<file path="config.mk">
export PLATFORM = sky130hd
export DESIGN_NAME = can_accept_filter
export DESIGN_NICKNAME = d
export VERILOG_FILES = /design/src/rtl/can_accf_pkg.sv /design/src/rtl/can_accf_mask_regs.sv /design/src/rtl/can_accf_mask_sel.sv /design/src/rtl/can_accf_cmp.sv /design/src/rtl/can_accept_filter.sv
export SDC_FILE = /design/constraint.sdc
export NUM_CORES = 1
export LEC_CHECK = 0
export ABC_CLOCK_PERIOD_IN_PS = 3300
export CAP_MARGIN = 40
export CORE_UTILIZATION = 55
export DETAILED_ROUTE_END_ITERATION = 16
export DONT_BUFFER_PORTS = 1
export PLACE_DENSITY = 0.7
export SYNTH_ARGS = -nofsm -noshare
export SYNTH_HDL_FRONTEND = slang
export SYNTH_HIERARCHICAL = 1
export SYNTH_SLANG_ARGS = --single-unit
</file>
<file path="constraint.sdc">
create_clock -name clk -period 3.3 [get_ports clk]
set_input_delay 0.165 -clock clk [delete_from_list [all_inputs] [get_ports clk]]
set_output_delay 0.165 -clock clk [all_outputs]
set_load 0.02 [all_outputs]
</file>
<file path="src/rtl/can_accf_pkg.sv">
package can_accf_pkg;

  localparam int NUM_MASK_REGS = 3;

  // mask register slot addressed by a configuration write
  typedef enum logic [1:0] {
    CFG_SHARED = 2'd0,
    CFG_DED_A  = 2'd1,
    CFG_DED_B  = 2'd2,
    CFG_RSVD   = 2'd3
  } cfg_tgt_e;

  // which mask source a lookup is judged under
  typedef enum logic [2:0] {
    MSEL_SHARED,
    MSEL_DED_A,
    MSEL_DED_B,
    MSEL_INDIV,
    MSEL_NONE
  } msel_e;

endpackage

</file>
<file path="src/rtl/can_accf_mask_regs.sv">
module can_accf_mask_regs
  import can_accf_pkg::*;
#(
  parameter int ID_W = 32
) (
  input  logic            clk,
  input  logic            rst_n,
  input  logic            freeze,
  input  logic            cfg_we,
  input  logic [1:0]      cfg_tgt,
  input  logic [ID_W-1:0] cfg_wdata,
  output logic [ID_W-1:0] shared_mask,
  output logic [ID_W-1:0] ded_a_mask,
  output logic [ID_W-1:0] ded_b_mask
);

  // write is honoured only in freeze mode and for an existing slot
  logic wr_ok;
  assign wr_ok = cfg_we && freeze && (cfg_tgt != CFG_RSVD);

  logic [ID_W-1:0] mask_q [NUM_MASK_REGS];
  logic [NUM_MASK_REGS-1:0] wr_hit;

  for (genvar k = 0; k < NUM_MASK_REGS; k++) begin : g_mreg
    assign wr_hit[k] = wr_ok && (cfg_tgt == 2'(k));

    always_ff @(posedge clk or negedge rst_n) begin
      if (!rst_n)
        mask_q[k] <= '1;
      else if (wr_hit[k])
        mask_q[k] <= cfg_wdata;
    end

    AST_FROZEN_HOLD: assert property (@(posedge clk) disable iff (!rst_n)
      !freeze |=> $stable(mask_q[k]));
    AST_RSVD_HOLD: assert property (@(posedge clk) disable iff (!rst_n)
      (cfg_tgt == CFG_RSVD) |=> $stable(mask_q[k]));
  end

  assign shared_mask = mask_q[0];
  assign ded_a_mask  = mask_q[1];
  assign ded_b_mask  = mask_q[2];

  AST_ONE_SLOT_WRITTEN: assert property (@(posedge clk) disable iff (!rst_n)
    $onehot0(wr_hit));

endmodule

</file>
<file path="src/rtl/can_accf_mask_sel.sv">
module can_accf_mask_sel
  import can_accf_pkg::*;
#(
  parameter int ID_W      = 32,
  parameter int IDX_W     = 6,
  parameter int NUM_MB    = 40,
  parameter int NUM_FLT   = 8,
  parameter int DED_MB_A  = 14,
  parameter int DED_MB_B  = 15,
  parameter int DED_FLT_A = 6,
  parameter int DED_FLT_B = 7
) (
  input  logic             indiv_mode,
  input  logic             fifo_en,
  input  logic             tgt_fifo,
  input  logic [IDX_W-1:0] tgt_idx,
  input  logic [ID_W-1:0]  shared_mask,
  input  logic [ID_W-1:0]  ded_a_mask,
  input  logic [ID_W-1:0]  ded_b_mask,
  input  logic [ID_W-1:0]  indiv_mask,
  output logic             tgt_ok,
  output logic [ID_W-1:0]  sel_mask
);

  localparam logic [IDX_W:0]   MB_LIM  = (IDX_W+1)'(NUM_MB);
  localparam logic [IDX_W:0]   FLT_LIM = (IDX_W+1)'(NUM_FLT);
  localparam logic [IDX_W-1:0] MB_A    = IDX_W'(DED_MB_A);
  localparam logic [IDX_W-1:0] MB_B    = IDX_W'(DED_MB_B);
  localparam logic [IDX_W-1:0] FLT_A   = IDX_W'(DED_FLT_A);
  localparam logic [IDX_W-1:0] FLT_B   = IDX_W'(DED_FLT_B);

  // does the index name a real buffer or a live filter element
  function automatic logic target_exists(input logic is_flt, input logic fen,
                                         input logic [IDX_W-1:0] idx);
    if (is_flt) return fen && ({1'b0, idx} < FLT_LIM);
    else        return {1'b0, idx} < MB_LIM;
  endfunction

  // mask source for an existing target under the stored-mask scheme
  function automatic msel_e stored_source(input logic is_flt,
                                          input logic [IDX_W-1:0] idx);
    if (is_flt) begin
      if (idx == FLT_A) return MSEL_DED_A;
      if (idx == FLT_B) return MSEL_DED_B;
    end else begin
      if (idx == MB_A) return MSEL_DED_A;
      if (idx == MB_B) return MSEL_DED_B;
    end
    return MSEL_SHARED;
  endfunction

  msel_e msel;

  always_comb begin
    tgt_ok = target_exists(tgt_fifo, fifo_en, tgt_idx);
    if (!tgt_ok)         msel = MSEL_NONE;
    else if (indiv_mode) msel = MSEL_INDIV;
    else                 msel = stored_source(tgt_fifo, tgt_idx);
  end

  always_comb begin
    unique case (msel)
      MSEL_SHARED: sel_mask = shared_mask;
      MSEL_DED_A:  sel_mask = ded_a_mask;
      MSEL_DED_B:  sel_mask = ded_b_mask;
      MSEL_INDIV:  sel_mask = indiv_mask;
      default:     sel_mask = '1;
    endcase
  end

  always_comb begin
    AST_NONE_ONLY_WHEN_BAD: assert (tgt_ok || (msel == MSEL_NONE));
  end

endmodule

</file>
<file path="src/rtl/can_accf_cmp.sv">
module can_accf_cmp #(
  parameter int ID_W = 32
) (
  input  logic            clk,
  input  logic            rst_n,
  input  logic            strobe,
  input  logic            tgt_ok,
  input  logic [ID_W-1:0] rx_id,
  input  logic [ID_W-1:0] filt_id,
  input  logic [ID_W-1:0] mask,
  output logic            match_valid,
  output logic            match
);

  // every bit the mask cares about must agree
  function automatic logic id_accept(input logic [ID_W-1:0] a,
                                     input logic [ID_W-1:0] b,
                                     input logic [ID_W-1:0] m);
    return ((a ^ b) & m) == '0;
  endfunction

  logic hit_now;
  assign hit_now = strobe && tgt_ok && id_accept(rx_id, filt_id, mask);

  always_ff @(posedge clk or negedge rst_n) begin
    if (!rst_n) begin
      match_valid <= 1'b0;
      match       <= 1'b0;
    end else begin
      match_valid <= strobe;
      match       <= hit_now;
    end
  end

  AST_NO_STROBE_NO_MATCH: assert property (@(posedge clk) disable iff (!rst_n)
    !match_valid |-> !match);
  AST_MASKED_DIFF_REJECTS: assert property (@(posedge clk) disable iff (!rst_n)
    (strobe && (((rx_id ^ filt_id) & mask) != '0)) |=> !match);

endmodule

</file>
<file path="src/rtl/can_accept_filter.sv">
module can_accept_filter
  import can_accf_pkg::*;
#(
  parameter int ID_W      = 32,
  parameter int IDX_W     = 6,
  parameter int NUM_MB    = 40,
  parameter int NUM_FLT   = 8,
  parameter int DED_MB_A  = 14,
  parameter int DED_MB_B  = 15,
  parameter int DED_FLT_A = 6,
  parameter int DED_FLT_B = 7
) (
  input  logic             clk,
  input  logic             rst_n,
  input  logic             freeze,
  input  logic             indiv_mode,
  input  logic             fifo_en,
  input  logic             cfg_we,
  input  logic [1:0]       cfg_tgt,
  input  logic [ID_W-1:0]  cfg_wdata,
  input  logic             lk_valid,
  input  logic             lk_fifo,
  input  logic [IDX_W-1:0] lk_idx,
  input  logic [ID_W-1:0]  rx_id,
  input  logic [ID_W-1:0]  filt_id,
  input  logic [ID_W-1:0]  indiv_mask,
  output logic             match_valid,
  output logic             match
);

  logic [ID_W-1:0] shared_mask, ded_a_mask, ded_b_mask, sel_mask;
  logic            tgt_ok;

  can_accf_mask_regs #(.ID_W(ID_W)) u_regs (
    .clk         (clk),
    .rst_n       (rst_n),
    .freeze      (freeze),
    .cfg_we      (cfg_we),
    .cfg_tgt     (cfg_tgt),
    .cfg_wdata   (cfg_wdata),
    .shared_mask (shared_mask),
    .ded_a_mask  (ded_a_mask),
    .ded_b_mask  (ded_b_mask)
  );

  can_accf_mask_sel #(
    .ID_W(ID_W), .IDX_W(IDX_W), .NUM_MB(NUM_MB), .NUM_FLT(NUM_FLT),
    .DED_MB_A(DED_MB_A), .DED_MB_B(DED_MB_B),
    .DED_FLT_A(DED_FLT_A), .DED_FLT_B(DED_FLT_B)
  ) u_sel (
    .indiv_mode  (indiv_mode),
    .fifo_en     (fifo_en),
    .tgt_fifo    (lk_fifo),
    .tgt_idx     (lk_idx),
    .shared_mask (shared_mask),
    .ded_a_mask  (ded_a_mask),
    .ded_b_mask  (ded_b_mask),
    .indiv_mask  (indiv_mask),
    .tgt_ok      (tgt_ok),
    .sel_mask    (sel_mask)
  );

  can_accf_cmp #(.ID_W(ID_W)) u_cmp (
    .clk         (clk),
    .rst_n       (rst_n),
    .strobe      (lk_valid),
    .tgt_ok      (tgt_ok),
    .rx_id       (rx_id),
    .filt_id     (filt_id),
    .mask        (sel_mask),
    .match_valid (match_valid),
    .match       (match)
  );

  AST_MATCH_LATENCY: assert property (@(posedge clk) disable iff (!rst_n)
    lk_valid |=> match_valid);
  AST_IDLE_NO_RESULT: assert property (@(posedge clk) disable iff (!rst_n)
    !lk_valid |=> !match_valid);
  AST_INVALID_NO_MATCH: assert property (@(posedge clk) disable iff (!rst_n)
    (lk_valid && !tgt_ok) |=> !match);
  AST_INDIV_MASK_USED: assert property (@(posedge clk) disable iff (!rst_n)
    (lk_valid && tgt_ok && indiv_mode) |-> (sel_mask == indiv_mask));
  AST_DED_A_BUFFER: assert property (@(posedge clk) disable iff (!rst_n)
    (lk_valid && !indiv_mode && !lk_fifo && lk_idx == IDX_W'(DED_MB_A))
      |-> (sel_mask == ded_a_mask));
  AST_DED_B_ELEMENT: assert property (@(posedge clk) disable iff (!rst_n)
    (lk_valid && !indiv_mode && lk_fifo && fifo_en && lk_idx == IDX_W'(DED_FLT_B))
      |-> (sel_mask == ded_b_mask));

endmodule

</file>
# ---- Word-level counts from Yosys, hierarchy flattened
# Index checks and enable logic that the tools add are counted.
dict set report totals {
  reg_bits 98
  input_bits 144
  elab_cells 57
}
dict set report classes {
  magnitude_cmp 2
  bitwise 2
  n_mux 27
  n_reduce_logical 11
  n_eq_ne 10
}
# cell count
set op_table {}
lappend op_table {{case mux 32 bit (4 select lines)} 1}
lappend op_table {{AND 32 bit} 1}
lappend op_table {{logical NOT 32 bit} 1}
lappend op_table {{XOR 32 bit} 1}
lappend op_table {{two-way mux 3 bit} 10}
lappend op_table {{two-way mux 1 bit} 16}
lappend op_table {{equality test 6 x 3 -> 1 bit, second input constant} 2}
lappend op_table {{equality test 6 x 4 -> 1 bit, second input constant} 2}
lappend op_table {{logical AND 1 bit} 8}
lappend op_table {{equality test 3 x 2 -> 1 bit, second input constant} 2}
lappend op_table {{less-than comparator 6 x 4 -> 1 bit, second input constant} 1}
lappend op_table {{less-than comparator 6 bit, second input constant} 1}
lappend op_table {{equality test 3 x 1 -> 1 bit, second input constant} 1}
lappend op_table {{logical NOT 3 bit} 1}
lappend op_table {{equality test 2 x 1 -> 1 bit, second input constant} 1}
lappend op_table {{equality test 2 bit, second input constant} 1}
lappend op_table {{logical NOT 2 bit} 1}
lappend op_table {{inequality test 2 bit, second input constant} 1}

# ---- Logic depth before layout (Yosys ltp)
dict set report logic_depth {
  depth_word 17
  ltp_mapped 11
  mapped_depth_nobuf 8
}

# ---- Hierarchy
# The synthesis kept the hierarchy.
# module n_inst area_each_um2 cells_each
set by_module_without_submodules {}
lappend by_module_without_submodules {can_accf_mask_regs 1 3860.0 205}
lappend by_module_without_submodules {can_accf_mask_sel 1 1328.8 195}
lappend by_module_without_submodules {can_accf_cmp 1 524.3 54}

# ---- Worst setup path before layout
# No wires, ideal clock.
dict set report synth_timing {
  path_type {input to register}
  start {in lk_idx[4]}
  end {reg u_cmp.match}
  n_path_buf 3
  required_time_ns 3.220
  arrival_time_ns 1.891
  setup_slack_ns 1.328
  path_stages 11
  setup_time_ns 0.080
  path_cell_list {nand4bb_1 > buf_2 > or2_1 > buf_6 > buf_6 > a21oi_2 > o2111ai_2 > a22o_1 > a221oi_2 > nand4_1 > nor3_2}
}
dict set report synth_between {
  elab_chain_len 17
}
# element line
set synth_rtl {}
lappend synth_rtl {{from (decl)} can_accept_filter.sv:23} ;# input logic [IDX_W-1:0] lk_idx,
lappend synth_rtl {{equality test 6 x 4 -> 1 bit / equality test 6 x 3 -> 1 bit (equally long branches)} {can_accf_mask_sel.sv:46, can_accf_mask_sel.sv:43}}
lappend synth_rtl {{two-way mux 1 bit, on equally long branches} {can_accf_mask_sel.sv:46, can_accf_mask_sel.sv:43}}
lappend synth_rtl {{two-way mux 1 bit} can_accf_mask_sel.sv:42} ;# if (is_flt) begin
lappend synth_rtl {{two-way mux 1 bit} can_accf_mask_sel.sv:57} ;# else if (indiv_mode) msel = MSEL_INDIV;
lappend synth_rtl {{two-way mux 1 bit} can_accf_mask_sel.sv:56} ;# if (!tgt_ok) msel = MSEL_NONE;
lappend synth_rtl {{two-way mux 1 bit, on equally long branches} {can_accf_mask_sel.sv:47, can_accf_mask_sel.sv:44}}
lappend synth_rtl {{two-way mux 1 bit} can_accf_mask_sel.sv:42}
lappend synth_rtl {{two-way mux 1 bit} can_accf_mask_sel.sv:57}
lappend synth_rtl {{[3 not listed]} --}
lappend synth_rtl {{two-way mux 3 bit *} can_accf_mask_sel.sv:56}
lappend synth_rtl {{equality test 3 x 2 -> 1 bit, or another cell as far along} can_accf_mask_sel.sv:62} ;# unique case (msel)
lappend synth_rtl {{case mux 32 bit (4 select lines) *} can_accf_mask_sel.sv:62}
lappend synth_rtl {{via sel_mask[12]} can_accept_filter.sv:31} ;# logic [ID_W-1:0] shared_mask, ded_a_mask, ded_b_mask, sel_mask;
lappend synth_rtl {{AND 32 bit *} can_accf_cmp.sv:19} ;# return ((a ^ b) & m) == '0;
lappend synth_rtl {{logical NOT 32 bit *} can_accf_cmp.sv:19}
lappend synth_rtl {{logical AND 1 bit *} can_accf_cmp.sv:23} ;# assign hit_now = strobe && tgt_ok && id_accept(rx_id, filt_id, mask);
lappend synth_rtl {{via u_cmp.hit_now} can_accf_cmp.sv:22} ;# logic hit_now;
lappend synth_rtl {{to (signal assigned)} can_accf_cmp.sv:31} ;# match <= hit_now;
lappend synth_rtl {{to (decl)} can_accf_cmp.sv:12} ;# output logic match
# Mark *: on every way through the listed nets, which the timed path passes. The rest lies on a longest branch. The select of a mux whose other input is x is not followed.
# A chain may end at the register's enable or synchronous reset.

# ---- Worst setup path after layout
dict set report layout_timing {
  start {in lk_idx[3]}
  end {reg u_cmp.match}
}
# The elaborated chain is that of the path after synthesis.

==> impl_metrics.toml <==
[die]
die_y_um = 103.9
dieArea_um2 = 10800
rows = 36
boundaryPins = 146
die_x_um = 103.9
core-area_um2 = 9910
start_util = 0.5765

[global_route]
grt_pass1_vias = 4075
antenna_found_initial = 0
track_usage = 0.2734
overflow = 0
grt_max_degree = 99
grt_pass1_wl_mm = 22.80

[place]
place_congestion = 0.8112
placement.io_buffers = 0
hpwlAfterDp_mm = 9.436
pre_cts_slack_ns = 0.8511

[layout]
drive_above_1_share = 0.5483
num_antenna_cells = 0
nets = 615
syn_to_final_growth_pct = 10.25

[worst_hold_path]
min_delay_path_depth = 3
hp-class = "input pin to register"

[critical_path]
crit_required_ns = 3.59
startpoint_type = "input pin"
criticalPathCategory = "input pin to register"
arrival_ns = 2.39
r2r_cells = 6
worst-path-max-fanout = 33
worstSetupEndpointType = "register"

[clock_network]
cts_tree = "yes"
clk_latency_ns = 0.36
ctsHoldBuffers = 35
post-cts-setup-buffers = 0
cts.sinks = 98
clk_path_buf_depth = 2
clkTransAtPathRegs_ns = 0.10
cts_resized = 0
cts_made_buffers = 9
root_buffer = "clkbuf_8"
htreeDepth = 3

[sta]
worst_slack_ns = 1.204
rsz0062_at_grt = "no"
hold_viol = 0
min_period_over_period = 0.6350
drv_slew = 0
tightest_slew_ns = 0.7013
setup_viol = 0
tns_ns = 0
slew_headroom = 0.5325
min_period_ns = 2.096
fmax_ghz = 0.4772
fin_skew_ns = 0.006305

[logic_synthesis]
seq_area_frac_synth = 0.4503
synth_edf_count = 0
synth_cell_type_count = 33
ys.flop_type = "dfstp_2"
synthSimpleGateAreaFrac = 0.1170
synth_top_family_by_area = "multiplexers"
synth_area_um2 = 5713
synth_compound_area_frac = 0.1253
yosys.area_share.adder = 0
postSynth.asyncResetShare = 1.000
ys.warnings.count = 6
synthCells = 454
synth-seq-cells = 98
synthMuxAreaShare = 0.2089
synth_xor_area_frac = 0.05191
avgSynthCellArea_um2 = 12.58
mappedNetlistNets = 598

[pwr]
irDropWorstVdd_mv = 0.3154
power_leakage_nw = 2.290
power.density_nw_per_um2 = 520.5

[detailed_routing]
via_count = 3952
wl_mm = 14.55
dr.pass1.iters = 4
antenna_left = 0
first_iter_violations = 229
drc = 0
detail_route.wl_per_cell_um = 23.89
via_per_inst = 6.489

[run]
cap_violations = 0

[outcome]
status = "finished, final reports clean"
routing by layer:
layer / part of all wire / track usage / wire (um)
met5: 0 / 0 / 0
met3: 0.060 / 0.05952 / 866
met4: 0.021 / 0.09184 / 312
met1: 0.45 / 0.3780 / 6525
met2: 0.47 / 0.4267 / 6841
placed cells by master, fill, tap and decap left out, types with 2 or more instances in the layout:
cell and instances:
a21oi_2 10, dfrtp_1 2, nor4b_1 32, nand2_1 55, nand4_1 3, a221oi_2 5
xor2_1 32, clkinv_2 2, mux2_2 66, clkbuf_8 10, o2111ai_2 10, o2111ai_1 22
dlygate4sd3_1 34, nand4b_2 2, a21oi_1 22, a22oi_1 2, nand2_2 10, a22o_1 6
buf_4 8, buf_16 2, dfstp_2 96, mux2_4 30
power by group:
| group | internal, mW | leakage, nW | switching (mW) |
|---|---|---|---|
| logic | 0.409 | 1.15 | 0.275 |
| registers | 1.65 | 1.03 | 0.145 |
| clock network | 0.373 | 0.103 | 0.429 |
| total | 2.43 | 2.29 | 0.848 |
worst max-delay path, stage by stage:
cell and delay, ns:
xnor2_4 0.13, buf_4 0.43, nor4b_4 0.10, buf_4 0.25, nand2_1 0.11, o2111ai_1 0.17, a222oi_1 0.62, nand4_1 0.20
nor3_2 0.19
final cells by class:
type,count,area [um^2]
Timing Repair Buffer,44,455.4
Fill cell,800,3611
Tap cell,133,166.4
Clock inverter,6,65.06
Sequential cell,98,2572
Clock buffer,10,137.6
Multi-Input combinational cell,318,2902
cell usage after synthesis (2+ instances only):
cell type	count	area [um^2]
o2111ai_2	10	150.1
a22o_1	6	52.55
nand4_1	3	18.77
a22oi_1	2	15.01
dfstp_2	96	2522
nor4b_1	32	280.3
a21oi_1	22	110.1
buf_6	8	90.09
buf_2	12	60.06
nand2_1	55	206.5
nand2_2	10	62.56
dfrtp_1	2	50.05
mux2_4	30	450.4
mux2_2	66	743.2
nand4b_2	2	30.03
xor2_1	32	280.3
a221oi_2	5	75.07
a21oi_2	10	87.58
buf_12	3	60.06
clkbuf_1	14	52.55
o2111ai_1	22	192.7
logic make-up (layout without fill, tap and decap cells):
family                 after synthesis  after routing
AND/OR/NAND/NOR                    108            108
buffers and inverters               38             60
XOR/XNOR                            33             33
flip-flops                          98             98
AO/OA/AOI/OAI                       81             81
multiplexers                        96             96
metrics by stage:
stage / total power, mW / util / hold WS [ns] / cell area, um^2 / instances
final: 3.279 / 0.6356 / 0.1813 / 6299 / 609
after global routing: 3.417 / 0.6356 / 0.1935 / 6299 / 609
after CTS: 3.295 / 0.6356 / 0.1704 / 6299 / 609
after detailed placement: 2.416 / 0.5780 / -0.1275 / 5728 / 558
after global placement: 2.376 / 0.5753 / -0.1259 / 5700 / 557
after floorplan: 2.290 / - / -0.1306 / 5713 / 454
flip-flops by register name (all words and copies together) (netlist names):
| name | cells |
|---|---|
| u_regs/ded_b_mask | 32 |
| u_regs/ded_a_mask | 32 |
| u_cmp/match_valid | 1 |
| u_cmp/match | 1 |
| u_regs/shared_mask | 32 |
worst paths after layout:
kind	from	to	slack (ns)
min in group asynchronous	rst_n	u_cmp/match_valid	0.36
min reg2reg	u_regs/ded_a_mask[8]	u_regs/ded_a_mask[8]	0.62
max reg2reg	u_regs/ded_a_mask[23]	u_cmp/match	1.38
max	lk_idx[3]	u_cmp/match	1.20
max in group asynchronous	rst_n	u_regs/ded_b_mask[23]	2.53
min	lk_fifo	u_cmp/match	0.18
(Power assumes the default switching activity.)
